$ cat src/rtl/ramp_conv_pkg.sv
package ramp_conv_pkg;
  typedef enum logic [1:0] {
    ST_IDLE = 2'd0,
    ST_RUN  = 2'd1,
    ST_DONE = 2'd2
  } conv_state_e;

  localparam logic [1:0] RES_LOW = 2'd0;
  localparam logic [1:0] RES_MID = 2'd1;
endpackage

$ cat src/rtl/gray_to_bin.sv
module gray_to_bin #(
  parameter int W = 12
) (
  input  logic [W-1:0] gray_i,
  output logic [W-1:0] bin_o
);
  for (genvar i = 0; i < W; i++) begin : g_bit
    assign bin_o[i] = ^(gray_i >> i);
  end
endmodule

$ cat src/rtl/ramp_gray_counter.sv
module ramp_gray_counter #(
  parameter int CNT_W = 12
) (
  input  logic             clk_i,
  input  logic             rst_ni,
  input  logic             clr_i,
  input  logic             en_i,
  input  logic [CNT_W-1:0] fs_i,
  output logic [CNT_W-1:0] gray_o,
  output logic             full_o
);
  logic [CNT_W-1:0] gray_q;
  logic [CNT_W-1:0] bin;
  logic [CNT_W-1:0] bin_nxt;

  gray_to_bin #(.W(CNT_W)) u_g2b (
    .gray_i (gray_q),
    .bin_o  (bin)
  );

  assign bin_nxt = bin + 1'b1;
  assign full_o  = (bin == fs_i);
  assign gray_o  = gray_q;

  always_ff @(posedge clk_i or negedge rst_ni) begin
    if (!rst_ni)               gray_q <= '0;
    else if (clr_i)            gray_q <= '0;
    else if (en_i && !full_o)  gray_q <= bin_nxt ^ (bin_nxt >> 1);
  end


  gray_step_chk: assert property (@(posedge clk_i) disable iff (!rst_ni)
    !clr_i |=> ($countones(gray_q ^ $past(gray_q)) <= 1));


  cnt_in_range_chk: assert property (@(posedge clk_i) disable iff (!rst_ni)
    en_i && !clr_i |-> (bin <= fs_i));
endmodule

$ cat src/rtl/ramp_conv_seq.sv
module ramp_conv_seq
  import ramp_conv_pkg::*;
#(
  parameter int CNT_W = 12
) (
  input  logic             clk_i,
  input  logic             rst_ni,
  input  logic             start_i,
  input  logic [1:0]       res_sel_i,
  input  logic             full_i,
  input  logic             all_hit_i,
  output logic             run_o,
  output logic             done_o,
  output logic             end_o,
  output logic [CNT_W-1:0] fs_o
);
  localparam logic [CNT_W-1:0] FS_HI  = {CNT_W{1'b1}};
  localparam logic [CNT_W-1:0] FS_MID = FS_HI >> 2;
  localparam logic [CNT_W-1:0] FS_LO  = FS_HI >> 4;

  conv_state_e state_q, state_d;
  logic [1:0]  res_q;

  always_comb begin
    case (res_q)
      RES_LOW: fs_o = FS_LO;
      RES_MID: fs_o = FS_MID;
      default: fs_o = FS_HI;
    endcase
  end

  assign run_o  = (state_q == ST_RUN);
  assign done_o = (state_q == ST_DONE);
  assign end_o  = run_o && !start_i && (full_i || all_hit_i);

  always_comb begin
    state_d = state_q;
    if (start_i)    state_d = ST_RUN;
    else if (end_o) state_d = ST_DONE;
  end

  always_ff @(posedge clk_i or negedge rst_ni) begin
    if (!rst_ni) begin
      state_q <= ST_IDLE;
      res_q   <= RES_LOW;
    end else begin
      state_q <= state_d;
      if (start_i) res_q <= res_sel_i;
    end
  end


  full_ends_chk: assert property (@(posedge clk_i) disable iff (!rst_ni)
    run_o && full_i && !start_i |=> done_o && !run_o);


  done_sticky_chk: assert property (@(posedge clk_i) disable iff (!rst_ni)
    done_o && !start_i |=> done_o);


  start_runs_chk: assert property (@(posedge clk_i) disable iff (!rst_ni)
    start_i |=> run_o && !done_o);


  res_hold_chk: assert property (@(posedge clk_i) disable iff (!rst_ni)
    !start_i |=> $stable(fs_o));
endmodule

$ cat src/rtl/ramp_chan_capture.sv
module ramp_chan_capture #(
  parameter int CNT_W = 12
) (
  input  logic             clk_i,
  input  logic             rst_ni,
  input  logic             cmp_i,
  input  logic             clr_i,
  input  logic             run_i,
  input  logic             end_i,
  input  logic [CNT_W-1:0] cnt_gray_i,
  output logic             hit_o,
  output logic [CNT_W-1:0] code_gray_o
);
  logic             sync1_q, sync2_q, prev_q;
  logic             hit_q;
  logic [CNT_W-1:0] code_q;
  logic             rise;
  logic             cap;

  assign rise = sync2_q && !prev_q;
  assign cap  = run_i && !hit_q && (rise || end_i);

  always_ff @(posedge clk_i or negedge rst_ni) begin
    if (!rst_ni) begin
      sync1_q <= 1'b0;
      sync2_q <= 1'b0;
      prev_q  <= 1'b0;
    end else begin
      sync1_q <= cmp_i;
      sync2_q <= sync1_q;
      prev_q  <= sync2_q;
    end
  end

  always_ff @(posedge clk_i or negedge rst_ni) begin
    if (!rst_ni) begin
      hit_q  <= 1'b0;
      code_q <= '0;
    end else if (clr_i) begin
      hit_q  <= 1'b0;
      code_q <= '0;
    end else if (cap) begin
      hit_q  <= rise;
      code_q <= cnt_gray_i;
    end
  end

  assign hit_o       = hit_q;
  assign code_gray_o = code_q;


  capture_once_chk: assert property (@(posedge clk_i) disable iff (!rst_ni)
    hit_q && !clr_i |=> $stable(code_q) && hit_q);


  edge_latch_chk: assert property (@(posedge clk_i) disable iff (!rst_ni)
    run_i && rise && !hit_q && !clr_i |=> hit_q);
endmodule

$ cat src/rtl/ramp_conv_ctrl.sv
module ramp_conv_ctrl #(
  parameter int N_CH  = 36,
  parameter int CNT_W = 12
) (
  input  logic                  clk_i,
  input  logic                  rst_ni,
  input  logic                  start_i,
  input  logic [1:0]            res_sel_i,
  input  logic [N_CH-1:0]       cmp_i,
  output logic                  busy_o,
  output logic                  done_o,
  output logic [N_CH-1:0]       hit_o,
  output logic [N_CH*CNT_W-1:0] code_o
);
  logic [CNT_W-1:0] cnt_gray;
  logic [CNT_W-1:0] fs;
  logic             cnt_full;
  logic             run, fin, all_hit;
  logic [N_CH-1:0]  hit;

  assign all_hit = &hit;

  ramp_conv_seq #(.CNT_W(CNT_W)) u_seq (
    .clk_i     (clk_i),
    .rst_ni    (rst_ni),
    .start_i   (start_i),
    .res_sel_i (res_sel_i),
    .full_i    (cnt_full),
    .all_hit_i (all_hit),
    .run_o     (run),
    .done_o    (done_o),
    .end_o     (fin),
    .fs_o      (fs)
  );

  ramp_gray_counter #(.CNT_W(CNT_W)) u_cnt (
    .clk_i  (clk_i),
    .rst_ni (rst_ni),
    .clr_i  (start_i),
    .en_i   (run),
    .fs_i   (fs),
    .gray_o (cnt_gray),
    .full_o (cnt_full)
  );

  for (genvar c = 0; c < N_CH; c++) begin : g_ch
    logic [CNT_W-1:0] code_gray;

    ramp_chan_capture #(.CNT_W(CNT_W)) u_cap (
      .clk_i       (clk_i),
      .rst_ni      (rst_ni),
      .cmp_i       (cmp_i[c]),
      .clr_i       (start_i),
      .run_i       (run),
      .end_i       (fin),
      .cnt_gray_i  (cnt_gray),
      .hit_o       (hit[c]),
      .code_gray_o (code_gray)
    );

    gray_to_bin #(.W(CNT_W)) u_out (
      .gray_i (code_gray),
      .bin_o  (code_o[c*CNT_W +: CNT_W])
    );
  end

  assign busy_o = run;
  assign hit_o  = hit;


  all_hit_ends_chk: assert property (@(posedge clk_i) disable iff (!rst_ni)
    run && all_hit && !start_i |=> done_o);


  start_clears_chk: assert property (@(posedge clk_i) disable iff (!rst_ni)
    start_i |=> (hit_o == '0) && !done_o);
endmodule

$ cat config.mk
export PLATFORM = sky130hd
export DESIGN_NAME = ramp_conv_ctrl
export DESIGN_NICKNAME = d
export VERILOG_FILES = /design/src/rtl/ramp_conv_pkg.sv /design/src/rtl/gray_to_bin.sv /design/src/rtl/ramp_gray_counter.sv /design/src/rtl/ramp_conv_seq.sv /design/src/rtl/ramp_chan_capture.sv /design/src/rtl/ramp_conv_ctrl.sv
export SDC_FILE = /design/constraint.sdc
export NUM_CORES = 1
export LEC_CHECK = 0
export CAP_MARGIN = 20
export CELL_PAD_IN_SITES_DETAIL_PLACEMENT = 1
export CELL_PAD_IN_SITES_GLOBAL_PLACEMENT = 1
export CORE_MARGIN = 5
export CORE_UTILIZATION = 40
export CTS_BUF_LIST = sky130_fd_sc_hd__clkbuf_4 sky130_fd_sc_hd__clkbuf_8
export CTS_CLUSTER_DIAMETER = 100
export DETAILED_ROUTE_END_ITERATION = 12
export PLACE_DENSITY_LB_ADDON = 0.1
export REMOVE_ABC_BUFFERS = 1
export SKIP_CTS_REPAIR_TIMING = 1
export SLEW_MARGIN = 20
export SYNTH_ARGS = -nofsm -noshare
export SYNTH_HDL_FRONTEND = slang
export SYNTH_SLANG_ARGS = --single-unit
$ cat constraint.sdc
create_clock -name clk_i -period 3.8 [get_ports clk_i]
set_input_delay 0.57 -clock clk_i [delete_from_list [all_inputs] [get_ports clk_i]]
set_output_delay 0.57 -clock clk_i [all_outputs]
set_load 0.05 [all_outputs]
==> results.md, run 1 <==
* Critical Path End Type: flip-flop
* Placed cell area at 0.0356 mm²
* First-pass GRT wire length at 137000 µm
* Worst-path cell chain: xor3_2, xnor2_2, xnor2_2, xor2_1, xor2_1, ha_2, nor3b_4, o2111ai_4, a211o_4, buf_12, a21oi_4, clkbuf_16, mux2i_1, nor2_1
* Most common cell in the synthesized netlist: dfrtp_1
* GR Layer Usage met3 at 0.0628
* Die area at 0.0793 mm²
* Critical Path RT at 4.32 ns
* HP Class: in -> reg
* Slowest stage delay, CP at 0.49 ns
* Pre-CTS WS at -0.0575 ns
* RSZ-0062 raised after global routing: true
* Rel. slew slack at 0.279
* Ys Warns at 0
* PortBufs at 510
* Final Cycle Share at 1.02
* Post-Syn Instances at 2503
* CTS sink count at 592
* Pin count of the biggest net entering global routing at 195
* Wire length per cell at 22.9 µm
* Root Driver: clkbuf_8
* Detailed Route Iter0 Violations at 1007
* Post-Syn Area at 0.0295 mm²
* Leak at 19.8 nW
* Grt ovf at 0
* Synth top area cells: dfrtp_1, mux2i_1, xnor2_1, xor2_1, nor2_1
* DP Cell Count at 3832
* Routed wire length at 96000 µm
* Reg-to-reg slack, setup at -0.08 ns
* CP max stage cell: a211o_4
* Setup TNS at -2.79 ns
* Vias per Instance at 4.89
* HPWL Detailed at 58800 µm
* First-pass DRT Iterations at 4
* Worst clock skew at 0.0353 ns
* Most frequent cells after synthesis: dfrtp_1, nor2_1, mux2i_1, xnor2_1, xor2_1
* FMAX at 258 MHz
* Finished Layout Cells at 4198
* Synth area leader: dfrtp_1
* Setup Viol. Count Final at 144
* Area fraction of the dominant cell type after synthesis at 0.502
* Final instance area at 0.0409 mm²
* I/O pin count at 511
* Fin worst setup slack at -0.0831 ns
* Fillers at 7407
* PwrDens at 899 mW/mm²
* # H-tree levels at 3
* Clock Path Buffers at 3
* EDFF count, synth at 0
* Post-synthesis area per instance at 11.8 µm²
* Rows at 99
* Worst path bufs/invs at 2
* Clock transition at path regs at 0.07 ns
* Ys async rst share at 1.00
* Layout cells sized above 1 at 0.287
* Synthesis-stage register bit count at 592
* Worst-path maximum fanout at 8
* Setup crit start kind: flip-flop
* Die Width at 282 µm
* Worst IR drop on VDD at 0.000902 V
* Slew at the pin closest to its max-slew limit at 1.08 ns
* Post-route minimum period at 3.88 ns
* Initial Utilization at 0.404
* Failing checks: setup timing
* Routed Antenna Nets at 0
* Vias at 20500
* GRT Total Usage at 0.225
* # nets final at 3185
* Hold Fails Final Rpt at 0
* Clock Latency Late Sink at 0.71 ns
* Residual DRC count at 0
* Met1 GRT Util at 0.275
* M2 GR Usage at 0.394
* Arrival time worst endpoint at 4.41 ns
* Status: complete, but fails checks
* Maxcap violations at 0
* Initial antenna violation count at 14
* Cell family with the largest share of critical-path delay: XOR/XNOR gates
* Yosys cell types at 46
* Num CTS Buffers at 105
* Vias in the first global route at 22400
* Synth-to-layout area growth at 38.7%
* Die height at 282 µm
* WS Path Type: reg -> reg
* Main flop type after synthesis: dfrtp_1
* CTS tree: built
* Final max-slew violation count at 0
* Register area share after synthesis at 0.502
* GPL Wtd Cong at 0.815
* Core footprint at 0.0731 mm²
* GRT busiest layer: met2
## layout by cell type, fill, tap and decap left out, drive strengths merged, types with 3 or more instances in the layout
cell           count
nor2             445
a211o              4
o21ai              9
diode              9
mux2i            437
nand4              9
nand2             14
inv              122
clkdlybuf4s50    289
xor3              69
a31oi              4
nand2b             3
nand3              3
a21oi             72
buf              403
nand3b            36
clkbuf           209
dfrtp            592
a211oi             3
xnor2            232
dlymetal6s2s      34
clkinv            10
xnor3              3
xor2             199
nor3               4
## kinds of logic (layout without fill, tap and decap cells)
logic type,Yosys count,count (layout),synth area share
adders and majority gates,1,1,0.000424
muxes,439,439,0.149
other,0,9,0
DFF,592,592,0.502
AOI/OAI and AO/OA,97,98,0.0261
and+or+nand+nor,528,528,0.0752
buffers and inverters,343,1069,0.0610
xor gates and xnor gates,503,503,0.186
## power by group
part / switching [mW] / internal, mW / leakage (nW)
Sequential: 0.539 / 6.87 / 7.87
Combinational: 14.6 / 8.37 / 10.6
Clock: 2.72 / 3.67 / 1.24
## worst paths after layout
kind / start / end / depth (start not counted)
max in group asynchronous: rst_ni / g_ch[13].u_cap.code_gray_o[11] / 3
worst max register to register: u_cnt.gray_o[7] / g_ch[10].u_cap.code_gray_o[2] / 14
worst min-delay path: start_i / g_ch[24].u_cap.code_gray_o[5] / 2
min in group asynchronous: rst_ni / g_ch[1].u_cap.code_gray_o[0] / 2
worst min register to register: g_ch[21].u_cap.sync1_q / g_ch[21].u_cap.sync2_q / 0
worst max-delay path: u_cnt.gray_o[7] / g_ch[10].u_cap.code_gray_o[2] / 14
## per-layer routing
| metal | part of all wire | vias to the layer above |
|---|---|---|
| met5 | 0.00070 | - |
| met4 | 0.023 | 10 |
| met3 | 0.056 | 140 |
| met2 | 0.52 | 446 |
| met1 | 0.40 | 10700 |
| li1 | - | 9259 |
## registers in the layout (all words and copies together) (netlist names)
register and flops:
g_ch.u_cap.sync2_q 36, u_seq.res_q 2, g_ch.u_cap.hit_o 36, g_ch.u_cap.sync1_q 36
g_ch.u_cap.code_gray_o 432, u_seq.state_q 2, u_cnt.gray_o 12, g_ch.u_cap.prev_q 36
## layout make-up
class                      count  area (µm²)  share of cell area
inverter                     118         443              0.0108
timing repair buffer         757        7460               0.182
clock inverter                15         118             0.00287
multi-input combinational   1569       14600               0.358
clock buffer                 179        2180              0.0533
sequential                   592       14800               0.363
antenna                        9        22.5            0.000551
tap                          959        1200              0.0293
## stage by stage
stage | total power, mW | hold slack [ns] | utilization
4_1_cts | 35.1 | -0.148 | 0.518
5_1_grt | 38.4 | 0.183 | 0.560
3_5_place_dp | 28.6 | 0.336 | 0.487
3_3_place_gp | 28.4 | 0.333 | 0.487
2_1_floorplan | 21.1 | 0.274 | -
6_report | 36.8 | 0.246 | 0.560
Power figures use the tool's default switching activity.
==> run 2, diff against run 1 <==
Settings changed: ABC_CLOCK_PERIOD_IN_PS set to 3800, SLEW_MARGIN 20 to 5.
==> results of run 2 <==
The final DEF is identical to that of run 1; final timing and power are the same.
==> run 3, diff against run 2 <==
Settings changed: GPL_TIMING_DRIVEN set to 0.
==> run 3 against run 2 <==
- the run still ends with setup timing left
- power is 4.9% lower
- hold slack better by 0.062 ns
- via count is 2.2% lower
- first-iteration DRC count is 23% higher
- final cell count is 3.4% lower
- global-route usage hardly changed
- die area stayed put
- register-to-register slack worse by 0.28 ns
- critical path depth is 1 higher
- critical path type unchanged
- largest cell class unchanged
- largest power group unchanged
==> results.md, run 3 (same netlist as run 1, synthesis figures left out) <==
* Initial antenna violation count at 15 (was 14)
* Vias at 20100 (was 20500)
* Hold Fails Final Rpt at 0 (unchanged)
* Max FFs per register at 432 (unchanged)
* Routed wire length at 99700 µm (was 96000 µm)
* # H-tree levels at 3 (unchanged)
* Final max-slew violation count at 0 (unchanged)
* Grt ovf at 0 (unchanged)
* Synth-to-layout area growth at 33.8% (was 38.7%)
* HPWL Detailed at 59500 µm (was 58800 µm)
* Slew at the pin closest to its max-slew limit at 0.832 ns (was 1.08 ns)
* Failing checks: setup timing (unchanged)
* Die area at 0.0793 mm² (unchanged)
* Num CTS Buffers at 105 (unchanged)
* Most common cell after layout, fill and taps aside: dfrtp_1 (unchanged)
* Worst IR drop on VDD at 0.000852 V (was 0.000902 V)
* Rows at 99 (unchanged)
* Pwr Total at 35.0 mW (was 36.8 mW)
* Setup TNS at -116.01 ns (was -2.79 ns)
* Pin count of the biggest net entering global routing at 136 (was 195)
* Post-route minimum period at 4.16 ns (was 3.88 ns)
* Worst clock skew at 0.0286 ns (was 0.0353 ns)
* Clock Path Buffers at 3 (unchanged)
* Most frequent cells in the layout: dfrtp_1, nor2_1, mux2i_1 (unchanged)
* Die height at 282 µm (unchanged)
* Setup Viol. Count Final at 558 (was 144)
* Maxcap violations at 0 (unchanged)
* # nets final at 3052 (was 3185)
* WS Path Type: reg -> reg (unchanged)
* Worst hold stages at 1 (was 2)
* RSZ-0062 raised after global routing: true (unchanged)
* Clock Latency Late Sink at 0.70 ns (was 0.71 ns)
* Core footprint at 0.0731 mm² (unchanged)
* Vias in the first global route at 21900 (was 22400)
* HP Class: in -> reg (unchanged)
* Reg-to-reg slack, setup at -0.36 ns (was -0.08 ns)
* PwrDens at 887 mW/mm² (was 899 mW/mm²)
* Root Driver: clkbuf_8 (unchanged)
* Residual DRC count at 0 (unchanged)
* Arrival time worst endpoint at 4.70 ns (was 4.41 ns)
* Critical Path End Type: flip-flop (unchanged)
* Leak at 19.9 nW (was 19.8 nW)
* Critical Path RT at 4.33 ns (was 4.32 ns)
* Routed Antenna Nets at 0 (unchanged)
* Wire length per cell at 24.6 µm (was 22.9 µm)
* GPL Wtd Cong at 0.780 (was 0.815)
* Slowest stage delay, CP at 0.64 ns (was 0.49 ns)
* Layout cells sized above 1 at 0.183 (was 0.287)
* Initial Utilization at 0.404 (unchanged)
* Critical Path Start: u_cnt.gray_o[4] (was u_cnt.gray_o[7])
* CP max stage cell: dfrtp_4 (was a211o_4)
* Critical Path Sink: g_ch[4].u_cap.code_gray_o[2] (was g_ch[10].u_cap.code_gray_o[2])
* Setup crit start kind: flip-flop (unchanged)
* Reg2Reg Depth at 15 (was 14)
* First-pass DRT Iterations at 5 (was 4)
* CTS tree: built (unchanged)
* CTS sink count at 592 (unchanged)
* PortBufs at 510 (unchanged)
* FMAX at 240 MHz (was 258 MHz)
* Final Cycle Share at 1.10 (was 1.02)
* Die Width at 282 µm (unchanged)
* Clock transition at path regs at 0.07 ns (about the same)
* Reg-to-reg critical path startpoint: u_cnt.gray_o[4] (was u_cnt.gray_o[7])
* Worst-path cell chain: xor2_1, xor2_2, xnor2_4, xor2_2, xor2_1, ha_2, nor3b_4, o2111ai_2, a211o_4, buf_16, a21oi_4, buf_12, buf_12, mux2i_2, nor2_1 (was xor3_2, xnor2_2, xnor2_2, xor2_1, xor2_1, ha_2, nor3b_4, o2111ai_4, a211o_4, buf_12, a21oi_4, clkbuf_16, mux2i_1, nor2_1)
* Vias per Instance at 4.95 (was 4.89)
* Fin worst setup slack at -0.364 ns (was -0.0831 ns)
* GRT Total Usage at 0.225 (about the same)
* Status: complete, but fails checks (unchanged)
* Reg2reg end: g_ch[4].u_cap.code_gray_o[2] (was g_ch[10].u_cap.code_gray_o[2])
* Detailed Route Iter0 Violations at 1236 (was 1007)
* I/O pin count at 511 (unchanged)
* Worst-path maximum fanout at 13 (was 8)
* First-pass GRT wire length at 137000 µm (about the same)
* Rel. slew slack at 0.441 (was 0.279)
[run 3: changes by cell type in the layout (fill, tap and decap cells not counted), sizes merged]
cell           previous run  this run
clkbuf                  209       248
clkinvlp                  0         3
clkinv                   10         7
a211o                     4         3
diode                     9        10
clkdlybuf4s50           289       308
dlymetal6s2s             34       119
bufinv                    1         0
inv                     122       121
buf                     403       120
[run 3: worst min path at each step]
stage,startpoint,to
after floorplan,rst_ni,g_ch[0].u_cap.code_gray_o[0]
after global placement,g_ch[31].u_cap.sync1_q,g_ch[31].u_cap.sync2_q
after detailed placement,g_ch[28].u_cap.sync1_q,g_ch[28].u_cap.sync2_q
after CTS,rst_ni,g_ch[27].u_cap.code_gray_o[11]
after global routing,cmp_i[18],g_ch[18].u_cap.sync1_q
final,cmp_i[18],g_ch[18].u_cap.sync1_q
[run 3: power by group]
part | total (mW) | switching (mW) | internal, mW
sequential | 7.65 | 0.763 | 6.88
combinational | 21.2 | 14.2 | 7.03
clock | 6.17 | 2.73 | 3.44
total | 35.0 | 17.6 | 17.4
[run 3: through the flow]
step	instance area, µm²	cells	util	hold slack (ns)	setup WS (ns)
finish	39500	4056	0.540	0.308	-0.364
global route	39400	4051	0.540	0.230	-0.518
CTS	37100	3950	0.508	-0.228	-2.29
detailed placement	35000	3766	0.478	0.336	-2.19
global placement	34400	3747	0.471	0.332	-24.77
floorplan	28100	2278	-	0.274	-2.36
[run 3: cell type report]
cell class	count	area, µm²
clock buffers	171	2080
diodes	10	25.0
repair buffers	625	6870
clock inverters	13	83.8
fillers	7475	33600
multi-input cells	1568	13900
well taps	959	1200
inverters	118	443
flip-flops and latches	592	14900
[run 3: per-layer routing]
layer | wire length, µm | vias to the layer above | GRT usage | share of wire
li1 | - | 9011 | - | -
met1 | 41700 | 10500 | 0.285 | 0.42
met2 | 50200 | 463 | 0.389 | 0.50
met3 | 5570 | 140 | 0.0570 | 0.056
met4 | 2240 | 6 | 0.0572 | 0.022
met5 | 46 | - | 0 | 0.00046
[run 3: worst max-delay path: cells and delay by family, from the launching register on]
kind / cells / cell delay (ns)
AOI/OAI and AO/OA: 3 / 0.78
and+or+nand+nor: 2 / 0.29
muxes: 1 / 0.22
DFF: 1 / 0.64
adders and majority gates: 1 / 0.26
buffers and inverters: 3 / 0.47
xor gates and xnor gates: 5 / 1.29
